<file path="config.mk">
export PLATFORM = sky130hd
export DESIGN_NAME = via_interval_timer
export DESIGN_NICKNAME = d
export VERILOG_FILES = /design/src/rtl/via_tmr_pkg.sv /design/src/rtl/via_bytecnt.sv /design/src/rtl/via_reload_latch.sv /design/src/rtl/via_irq_ctrl.sv /design/src/rtl/via_interval_timer.sv
export SDC_FILE = /design/constraint.sdc
export NUM_CORES = 1
export LEC_CHECK = 0
export ABC_AREA = 1
export BUFFER_PORTS_ARGS = -buffer_cell sky130_fd_sc_hd__buf_4
export CORE_UTILIZATION = 63
export CTS_CLUSTER_SIZE = 24
export DETAILED_ROUTE_END_ITERATION = 7
export GPL_TIMING_DRIVEN = 0
export HOLD_SLACK_MARGIN = 0.1
export PLACE_DENSITY_LB_ADDON = 0.08
export SLEW_MARGIN = 30
export SYNTH_ARGS = -nofsm -noshare
export SYNTH_HDL_FRONTEND = slang
export SYNTH_HIERARCHICAL = 1
export SYNTH_SLANG_ARGS = --single-unit
</file>
<file path="constraint.sdc">
create_clock -name clk -period 2.3 [get_ports clk]
set_input_delay 0 -clock clk [delete_from_list [all_inputs] [get_ports clk]]
set_output_delay 0 -clock clk [all_outputs]
set_load 0.1 [all_outputs]
</file>
<file path="src/rtl/via_tmr_pkg.sv">
`timescale 1ns/1ps
package via_tmr_pkg;
   // register addresses (flag and enable layout is decoded by software)
   localparam int unsigned A_T1_LO  = 0;
   localparam int unsigned A_T1_HI  = 1;
   localparam int unsigned A_LAT_LO = 2;
   localparam int unsigned A_LAT_HI = 3;
   localparam int unsigned A_T2_LO  = 4;
   localparam int unsigned A_T2_HI  = 5;
   localparam int unsigned A_MODE   = 6;
   localparam int unsigned A_FLAGS  = 7;
   localparam int unsigned A_ENA    = 8;
   localparam int unsigned NUM_REGS = 9;

   // interrupt sources
   localparam int unsigned SRC_SR   = 0;
   localparam int unsigned SRC_T1   = 1;
   localparam int unsigned NUM_SRC  = 2;

   // mode field value that enables periodic reload events
   localparam logic [1:0] MODE_CONT = 2'b01;
endpackage

</file>
<file path="src/rtl/via_bytecnt.sv">
`timescale 1ns/1ps
module via_bytecnt #(
   parameter int unsigned DATA_W = 8,
   parameter int unsigned CNT_W  = 16
) (
   input  logic              clk,
   input  logic              rst_n,
   input  logic              tick,
   input  logic              wr_lo,
   input  logic              wr_hi,
   input  logic [DATA_W-1:0] wdata,
   input  logic [CNT_W-1:0]  reload_val,
   output logic [CNT_W-1:0]  cnt,
   output logic              zero_tick
);
   localparam logic [CNT_W-1:0] ONE   = CNT_W'(1);
   localparam logic [CNT_W-1:0] RST_V = '1;

   logic [CNT_W-1:0] cnt_nxt;
   logic             wr_any;

   assign wr_any    = wr_lo | wr_hi;
   assign zero_tick = tick & ~wr_any & (cnt == '0);

   always_comb begin
      cnt_nxt = cnt;
      if (wr_lo)
         cnt_nxt = {cnt[CNT_W-1:DATA_W], wdata};
      else if (wr_hi)
         cnt_nxt = {wdata, cnt[DATA_W-1:0]};
      else if (tick) begin
         if (cnt == '0)
            cnt_nxt = reload_val;
         else
            cnt_nxt = cnt - ONE;
      end
   end

   always_ff @(posedge clk) begin
      if (!rst_n) cnt <= RST_V;
      else        cnt <= cnt_nxt;
   end

   AST_LO_MERGE: assert property (@(posedge clk) disable iff (!rst_n)
      wr_lo |=> cnt == {$past(cnt[CNT_W-1:DATA_W]), $past(wdata)});
   AST_HI_MERGE: assert property (@(posedge clk) disable iff (!rst_n)
      (wr_hi && !wr_lo) |=> cnt == {$past(wdata), $past(cnt[DATA_W-1:0])});
   AST_DECREMENT: assert property (@(posedge clk) disable iff (!rst_n)
      (tick && !wr_lo && !wr_hi && cnt != '0) |=> cnt == $past(cnt) - ONE);
   AST_RELOAD: assert property (@(posedge clk) disable iff (!rst_n)
      zero_tick |=> cnt == $past(reload_val));
endmodule

</file>
<file path="src/rtl/via_reload_latch.sv">
`timescale 1ns/1ps
module via_reload_latch #(
   parameter int unsigned DATA_W = 8,
   parameter int unsigned CNT_W  = 16
) (
   input  logic              clk,
   input  logic              rst_n,
   input  logic              wr_lo,
   input  logic              wr_hi,
   input  logic [DATA_W-1:0] wdata,
   output logic [CNT_W-1:0]  latch_rd,
   output logic [CNT_W-1:0]  reload_val
);
   localparam int unsigned LW = CNT_W + 1;
   localparam logic [LW-1:0] RST_V = LW'(1) << CNT_W;
   localparam logic [LW-1:0] ONE   = LW'(1);

   logic [LW-1:0] latch_q;
   logic [LW-1:0] latch_dec;

   always_ff @(posedge clk) begin
      if (!rst_n)
         latch_q <= RST_V;
      else if (wr_lo)
         latch_q <= {latch_q[LW-1:DATA_W], wdata};
      else if (wr_hi)
         latch_q <= {1'b0, wdata, latch_q[DATA_W-1:0]};
   end

   assign latch_dec  = latch_q - ONE;
   assign latch_rd   = latch_q[CNT_W-1:0];
   assign reload_val = (latch_q == '0) ? '0 : latch_dec[CNT_W-1:0];

   AST_LAT_LO_OWN: assert property (@(posedge clk) disable iff (!rst_n)
      wr_lo |=> latch_q[LW-1:DATA_W] == $past(latch_q[LW-1:DATA_W]));
   AST_LAT_HI_OWN: assert property (@(posedge clk) disable iff (!rst_n)
      (wr_hi && !wr_lo) |=> (latch_q[DATA_W-1:0] == $past(latch_q[DATA_W-1:0]))
                            && !latch_q[LW-1]);
endmodule

</file>
<file path="src/rtl/via_irq_ctrl.sv">
`timescale 1ns/1ps
module via_irq_ctrl #(
   parameter int unsigned NSRC = 2
) (
   input  logic            clk,
   input  logic            rst_n,
   input  logic [NSRC-1:0] set_vec,
   input  logic [NSRC-1:0] clr_vec,
   input  logic            en_wr,
   input  logic [NSRC-1:0] en_wdata,
   output logic [NSRC-1:0] flags,
   output logic [NSRC-1:0] enables,
   output logic            irq
);
   always_ff @(posedge clk) begin
      if (!rst_n) begin
         flags   <= '0;
         enables <= '1;
      end else begin
         flags <= (flags & ~clr_vec) | set_vec;
         if (en_wr) enables <= en_wdata;
      end
   end

   assign irq = |(flags & enables);

   AST_SET_WINS: assert property (@(posedge clk) disable iff (!rst_n)
      (set_vec != '0) |=> (flags & $past(set_vec)) == $past(set_vec));
   AST_CLEAR_TAKES: assert property (@(posedge clk) disable iff (!rst_n)
      ((clr_vec & ~set_vec) != '0) |=> (flags & $past(clr_vec & ~set_vec)) == '0);
endmodule

</file>
<file path="src/rtl/via_interval_timer.sv">
`timescale 1ns/1ps
module via_interval_timer
   import via_tmr_pkg::*;
#(
   parameter int unsigned DATA_W = 8,
   parameter int unsigned CNT_W  = 16,
   parameter int unsigned ADDR_W = 4,
   parameter bit          HAS_T2 = 1'b1
) (
   input  logic              clk,
   input  logic              rst_n,
   input  logic              tick_en,
   input  logic              bus_wr,
   input  logic              bus_rd,
   input  logic [ADDR_W-1:0] bus_addr,
   input  logic [DATA_W-1:0] bus_wdata,
   output logic [DATA_W-1:0] bus_rdata,
   input  logic              sr_event,
   output logic              irq
);
   localparam int unsigned HI_W = CNT_W - DATA_W;

   generate
      if (CNT_W != 2 * DATA_W) begin : g_bad_width
         $error("CNT_W must be twice DATA_W");
      end
      if (DATA_W < 4) begin : g_bad_data
         $error("DATA_W too narrow for flag readback");
      end
      if ((1 << ADDR_W) < NUM_REGS) begin : g_bad_addr
         $error("ADDR_W cannot reach every register");
      end
   endgenerate

   // address decode
   logic [NUM_REGS-1:0] wr_sel;
   genvar gi;
   generate
      for (gi = 0; gi < NUM_REGS; gi++) begin : g_dec
         assign wr_sel[gi] = bus_wr && (bus_addr == ADDR_W'(gi));
      end
   endgenerate

   logic rd_t1_lo;
   assign rd_t1_lo = bus_rd && (bus_addr == ADDR_W'(A_T1_LO));

   // control register
   logic [DATA_W-1:0] mode_q;
   logic              cont;
   always_ff @(posedge clk) begin
      if (!rst_n)              mode_q <= '0;
      else if (wr_sel[A_MODE]) mode_q <= bus_wdata;
   end
   assign cont = (mode_q[DATA_W-1 -: 2] == MODE_CONT);

   // primary timer
   logic [CNT_W-1:0] t1_cnt, t1_reload, lat_rd;
   logic             t1_zero;

   via_reload_latch #(.DATA_W(DATA_W), .CNT_W(CNT_W)) u_latch (
      .clk        (clk),
      .rst_n      (rst_n),
      .wr_lo      (wr_sel[A_LAT_LO]),
      .wr_hi      (wr_sel[A_LAT_HI]),
      .wdata      (bus_wdata),
      .latch_rd   (lat_rd),
      .reload_val (t1_reload)
   );

   via_bytecnt #(.DATA_W(DATA_W), .CNT_W(CNT_W)) u_t1 (
      .clk        (clk),
      .rst_n      (rst_n),
      .tick       (tick_en),
      .wr_lo      (wr_sel[A_T1_LO]),
      .wr_hi      (wr_sel[A_T1_HI]),
      .wdata      (bus_wdata),
      .reload_val (t1_reload),
      .cnt        (t1_cnt),
      .zero_tick  (t1_zero)
   );

   // secondary timer (optional)
   logic [CNT_W-1:0] t2_cnt;
   logic             t2_zero;
   generate
      if (HAS_T2) begin : g_t2
         via_bytecnt #(.DATA_W(DATA_W), .CNT_W(CNT_W)) u_t2 (
            .clk        (clk),
            .rst_n      (rst_n),
            .tick       (tick_en),
            .wr_lo      (wr_sel[A_T2_LO]),
            .wr_hi      (wr_sel[A_T2_HI]),
            .wdata      (bus_wdata),
            .reload_val ({CNT_W{1'b1}}),
            .cnt        (t2_cnt),
            .zero_tick  (t2_zero)
         );
      end else begin : g_no_t2
         assign t2_cnt  = '0;
         assign t2_zero = 1'b0;
      end
   endgenerate

   // interrupt stage
   logic [NUM_SRC-1:0] set_vec, clr_vec, flags, enables;
   logic               wr_flags;
   assign wr_flags         = wr_sel[A_FLAGS];
   assign set_vec[SRC_T1]  = t1_zero & cont;
   assign set_vec[SRC_SR]  = sr_event;
   assign clr_vec[SRC_T1]  = rd_t1_lo | (wr_flags & bus_wdata[SRC_T1]);
   assign clr_vec[SRC_SR]  = wr_flags & bus_wdata[SRC_SR];

   via_irq_ctrl #(.NSRC(NUM_SRC)) u_irq (
      .clk      (clk),
      .rst_n    (rst_n),
      .set_vec  (set_vec),
      .clr_vec  (clr_vec),
      .en_wr    (wr_sel[A_ENA]),
      .en_wdata (bus_wdata[NUM_SRC-1:0]),
      .flags    (flags),
      .enables  (enables),
      .irq      (irq)
   );

   // read mux
   always_comb begin
      bus_rdata = '0;
      case (bus_addr)
         ADDR_W'(A_T1_LO):  bus_rdata = t1_cnt[DATA_W-1:0];
         ADDR_W'(A_T1_HI):  bus_rdata = t1_cnt[CNT_W-1 -: HI_W];
         ADDR_W'(A_LAT_LO): bus_rdata = lat_rd[DATA_W-1:0];
         ADDR_W'(A_LAT_HI): bus_rdata = lat_rd[CNT_W-1 -: HI_W];
         ADDR_W'(A_T2_LO):  bus_rdata = t2_cnt[DATA_W-1:0];
         ADDR_W'(A_T2_HI):  bus_rdata = t2_cnt[CNT_W-1 -: HI_W];
         ADDR_W'(A_MODE):   bus_rdata = mode_q;
         ADDR_W'(A_FLAGS):  bus_rdata = {irq, {(DATA_W-1-NUM_SRC){1'b0}}, flags};
         ADDR_W'(A_ENA):    bus_rdata = {{(DATA_W-NUM_SRC){1'b0}}, enables};
         default:           bus_rdata = '0;
      endcase
   end

   AST_ONESHOT_QUIET: assert property (@(posedge clk) disable iff (!rst_n)
      (!cont && !flags[SRC_T1]) |=> !flags[SRC_T1]);
   AST_T2_WRAP: assert property (@(posedge clk) disable iff (!rst_n)
      t2_zero |=> t2_cnt == {CNT_W{1'b1}});
   AST_SR_RAISE: assert property (@(posedge clk) disable iff (!rst_n)
      sr_event |=> flags[SRC_SR]);
endmodule

</file>
==> run_results.csv, run 1 <==
group,metric,value,unit
route,dr.pass1.iters,6,
layout,fillerInstances,700,
job,drv_cap,0,
yosys,avgSynthCellArea,5.97,um2
timing,period_share,0.921,
timing,tightest_slew,0.818,ns
critical_path,path_buf_inv,2,
critical_path,cp-start-kind,"register",
critical_path,critical_path.max_fanout,7,
yosys,syn_area,5420,um2
timing,whs,0.126,ns
cts,clk_pin_slew_worst_paths,0.07,ns
die,core-area,8260,um2
timing,rsz0062_at_grt,"no",
route,routed_via_density,5.72,
global_routing,grt_pass1_vias,5729,
cts,cts.path.max_buffers,2,
critical_path,cp.arrival,2.41,ns
layout,area.growth.synth_to_final,14.3,%
layout,drive_above_1_share,0.153,
critical_path,critical_path.max_stage_delay,0.35,ns
cts,cts_tree,"done",
place,placed_area,5810,um2
timing,finalCriticalPeriod,2.12,ns
cts,cts_resized,0,
global_routing,grt_use_total,0.413,
critical_path,critPathTopFamily,"simple AND/OR/NAND/NOR gates",
power,p_per_area,522,nW/um2
die,dieHeight,94.8,um
die,initial_core_util,0.657,
critical_path,crit_path_end_kind,"register",
timing,setup_viol,0,
die,io_pins,27,
cts,root_buffer,"clkbuf_8",
layout,nNetsFinal,999,
worst_hold_path,hold_path_class,"in -> reg",
die,die_w,94.8,um
critical_path,timing_worst_setup_path_type,"reg -> reg",
global_routing,grt-ovfl-total,0,
power,cellLeakagePower,0.00323,uW
timing,drv_slew,0,
critical_path,crit_required,2.59,ns
cts,cts_setup_buffers,0,
global_routing,antenna_found_initial,0,
route,drt-initial-drc-count,564,
run_status,status,"complete, no violations",
route,vias,6211,
power,ir_worst_vdd,292,uV
global_routing,grt_max_degree,15,
die,die_area,8980,um2
cts,numCtsBuffers,9,
critical_path,crit_slowest_cell,"dfxtp_1",
place,dp.final_hpwl,13000,um
die,fp-row-count,33,
place,io_buffers,26,
place,place.gp.congestion,0.972,
layout,final_cells,1086,
yosys,synth-warning-count,6,
layout,antennaDiodeCount,0,
timing,fmax,472,MHz
route,drt-total-wl,17500,um
timing,hold_viol,0,
cts,cts_hold_buffers,15,
yosys,synth_cells,909,
cts,h-tree-depth,3,
timing,fin_tns_setup,0,ns
timing,relSlewSlack,0.450,
place,dp.cells,1055,
cts,cts_sinks,61,
route,drc,0,
route,wl_per_cell,16.1,um
cts,clk-insertion-delay-late,0.35,ns
route,drtAntennaViolNets,0,
global_routing,grt_pass1_wl,28000,um
critical_path,cp_cell_sequence,"inv_1, ha_1, nand2_1, nor3_2, nand3_1, nor2_1, nand2_1, nor2_1, inv_1, a21oi_1",
layout,final_cell_area,6200,um2
timing,fin_skew,0.0102,ns
-- flip-flops by register name, indices dropped and copies added, names as in the netlist --
name / flops
g_t2.u_t2/cnt: 16
mode_q: 8
u_irq/enables: 2
u_irq/flags: 2
u_latch/latch_q: 17
u_t1/cnt: 16
-- through the flow --
stage | power (uW) | util | setup WS [ns]
5_1_grt | 3380 | 0.750 | 0.0685
2_1_floorplan | 1780 | - | 0.393
6_report | 3230 | 0.750 | 0.181
4_1_cts | 3210 | 0.750 | 0.300
3_5_place_dp | 2020 | 0.703 | 0.315
3_3_place_gp | 1990 | 0.703 | 0.343
-- final timing paths --
check                   start        endpoint  slack, ns  depth (start not counted)
setup reg to reg  u_t1/cnt[0]  u_irq/flags[1]       0.18                         10
setup / recovery  u_t1/cnt[0]  u_irq/flags[1]       0.18                         10
hold reg to reg     mode_q[3]       mode_q[3]       0.47                          2
hold / removal         bus_wr       mode_q[0]       0.13                          4
-- final cells by class --
| cell class | count | area (um2) | area share |
|---|---|---|---|
| inverter | 106 | 398 | 0.0642 |
| tap | 105 | 131 | 0.0212 |
| timing repair buffer | 41 | 345 | 0.0557 |
| clock inverter | 4 | 95.1 | 0.0153 |
| buffer | 36 | 241 | 0.0390 |
| clock buffer | 12 | 145 | 0.0234 |
| multi-input combinational | 721 | 3620 | 0.584 |
| sequential | 61 | 1220 | 0.197 |
-- tightest hold or removal path, cell delays in order --
cell and delay [ns]:
buf_4 0.10, nand2_1 0.17, nand2_1 0.11, a21oi_1 0.05
-- cells in the final DEF (no fill, tap or decap), types with 3 or more instances in the layout --
master,instances
a21oi_1,51
a221o_1,6
buf_2,7
buf_4,44
buf_6,4
bufinv_16,3
clkbuf_1,8
clkbuf_8,10
conb_1,16
dfxtp_1,61
dlygate4sd3_1,15
ha_1,5
inv_1,94
inv_2,12
nand2_1,301
nand2_2,10
nand2_4,3
nand3_1,78
nand3b_1,4
nand4_1,19
nor2_1,108
nor2_2,20
nor2_4,12
nor2_8,3
nor3_1,5
o211ai_1,6
o211ai_2,10
o21ai_0,22
o21ai_1,3
o21bai_1,8
o21bai_2,4
xnor2_1,11
xor2_1,6
-- per-layer routing --
metal | part of all wire | vias to the layer above | wire (um) | global-route usage
li1 | - | 3014 | - | -
met1 | 0.38 | 2771 | 6700 | 0.496
met2 | 0.47 | 335 | 8180 | 0.687
met3 | 0.089 | 91 | 1560 | 0.0668
met4 | 0.061 | 0 | 1060 | 0.251
met5 | 0 | - | 0 | 0
-- where the power goes --
part	switching, uW	internal (uW)
sequential	120	1110
clock	443	749
combinational	541	268
(Power assumes the default switching activity.)
==> inputs of run 2 (changes only) <==
CELL_PAD_IN_SITES_DETAIL_PLACEMENT = 0   (was not set)
CELL_PAD_IN_SITES_GLOBAL_PLACEMENT = 2   (was not set)
CORE_UTILIZATION = 34   (was 63)
==> run_results.csv, run 2 (synthesis results as in run 1) <==
group,metric,value,unit
cts,cts_setup_buffers,0,
cts,cts_sinks,61,
layout,top_regs,"u_latch/latch_q x17, g_t2.u_t2/cnt x16, u_t1/cnt x16",
critical_path,path_buf_inv,2,
route,drt-initial-drc-count,428,
global_routing,antenna_found_initial,0,
critical_path,cp-start-kind,"register",
layout,seq_area,1220,um2
die,die_area,16500,um2
place,dp.final_hpwl,15100,um
cts,root_buffer,"clkbuf_16",
die,io_pins,27,
layout,nNetsFinal,999,
layout,final_cell_mix,"301 x nand2_1, 108 x nor2_1, 94 x inv_1",
power,p_sw_frac,0.333,
timing,relSlewSlack,0.483,
power,internal_power,2240,uW
route,wl_per_cell,16.1,um
die,initial_core_util,0.353,
layout,top_register,"u_latch/latch_q",
run_status,status,"complete, no violations",
timing,period_share,0.907,
cts,cts.path.max_buffers,2,
timing,fin_tns_setup,0,ns
layout,drive_above_1_share,0.151,
route,drc,0,
timing,finalCriticalPeriod,2.09,ns
power,p_per_area,526,nW/um2
timing,fin_skew,0.00641,ns
place,place.gp.congestion,0.837,
critical_path,crit_path_end_kind,"register",
global_routing,grt_use_total,0.240,
timing,fmax,479,MHz
layout,final_common_cell,"nand2_1",
place,placed_area,5940,um2
place,io_buffers,26,
critical_path,crit_slowest_cell,"dfxtp_1",
die,fp-row-count,45,
critical_path,crit_required,2.56,ns
critical_path,critical_path.max_fanout,7,
layout,final_cell_area,6370,um2
global_routing,grt_max_degree,15,
route,drt-total-wl,19200,um
route,vias,5799,
critical_path,cp.arrival,2.35,ns
route,routed_via_density,4.87,
layout,multi_input_area,3620,um2
power,p_comb_frac,0.240,
cts,cts_tree,"done",
die,die_w,128,um
power,seqPwrFrac,0.369,
power,cellLeakagePower,0.00325,uW
layout,antennaDiodeCount,0,
timing,rsz0062_at_grt,"no",
die,core-area,15400,um2
global_routing,grt_pass1_wl,29600,um
power,ir_worst_vdd,264,uV
power,power.switching,1120,uW
critical_path,cp_cell_sequence,"inv_1, ha_1, nand2_1, nor3_2, nand3_1, nor2_1, nand2_1, nor2_1, inv_1, a21oi_1",
timing,tightest_slew,0.769,ns
worst_hold_path,hold_path_class,"in -> reg",
critical_path,timing_worst_setup_path_type,"reg -> reg",
cts,numCtsBuffers,9,
layout,fillerInstances,1700,
cts,clk-insertion-delay-late,0.33,ns
cts,h-tree-depth,3,
global_routing,grt-ovfl-total,0,
route,drtAntennaViolNets,0,
layout,area.growth.synth_to_final,17.5,%
die,dieHeight,128,um
power,p_clk_frac,0.391,
cts,clk_pin_slew_worst_paths,0.05,ns
timing,setup_viol,0,
critical_path,critical_path.max_stage_delay,0.36,ns
route,dr.pass1.iters,5,
timing,hold_viol,0,
layout,largest_reg_flops,17,
global_routing,grt_pass1_vias,5312,
timing,drv_slew,0,
critical_path,critPathTopFamily,"simple AND/OR/NAND/NOR gates",
job,drv_cap,0,
[run 2: changes by cell type in the layout (fill, tap and decap cells not counted)]
cell,previous run,this run
clkbuf_16,0,9
clkbuf_8,10,1
bufinv_16,3,1
[run 2: path summary, 6_finish.rpt]
| kind | slack (ns) | end | depth (start not counted) | start |
|---|---|---|---|---|
| max reg2reg | 0.21 | u_irq/flags[1] | 10 | u_t1/cnt[0] |
| min reg2reg | 0.46 | mode_q[2] | 2 | mode_q[2] |
| min | 0.15 | mode_q[1] | 4 | bus_wr |
| max | 0.21 | u_irq/flags[1] | 10 | u_t1/cnt[0] |
[run 2: area by class of cell]
cell class | instances | area share
Sequential cell | 61 | 0.192
Buffer | 36 | 0.0379
Timing Repair Buffer | 41 | 0.0542
Multi-Input combinational cell | 721 | 0.568
Clock buffer | 12 | 0.0387
Clock inverter | 2 | 0.00550
Inverter | 106 | 0.0625
Tap cell | 211 | 0.0414
[run 2: power groups by stage]
stage | Combinational [uW] | Clock (uW) | Sequential [uW]
after floorplan | 572 | 0 | 1210
after global placement | 777 | 0 | 1260
after detailed placement | 782 | 0 | 1260
after CTS | 803 | 1330 | 1240
after global routing | 884 | 1390 | 1250
final | 804 | 1310 | 1240
[run 2: repair_timing]
item / in CTS / in global routing
setup endpoints to repair: 0 / 0
hold buffers: 15 / 0
hold endpoints to repair: 30 / 0
resized for setup: 0 / 0
[run 2: through the flow]
stage	util	cells	hold slack, ns	setup slack [ns]	total power [uW]
final	0.414	1190	0.151	0.213	3350
after detailed placement	0.386	1161	0.264	0.285	2040
after CTS	0.414	1190	0.143	0.274	3370
after floorplan	-	924	0.0841	0.393	1780
after global routing	0.414	1190	0.177	0.0569	3520
after global placement	0.386	1161	0.254	0.301	2030
[run 2: layer usage]
| metal | up-vias | wire, um | global-route usage |
|---|---|---|---|
| met5 | - | 0 | 0 |
| met4 | 0 | 419 | 0.0817 |
| met3 | 21 | 465 | 0.0242 |
| met2 | 104 | 8900 | 0.392 |
| met1 | 2664 | 9380 | 0.331 |
| li1 | 3010 | - | - |
[run 2: worst min-delay path: cells and delay by family]
kind	cells	cell delay, ns
buffers and inverters	1	0.09
AOI/OAI and AO/OA	1	0.05
and+or+nand+nor	2	0.29
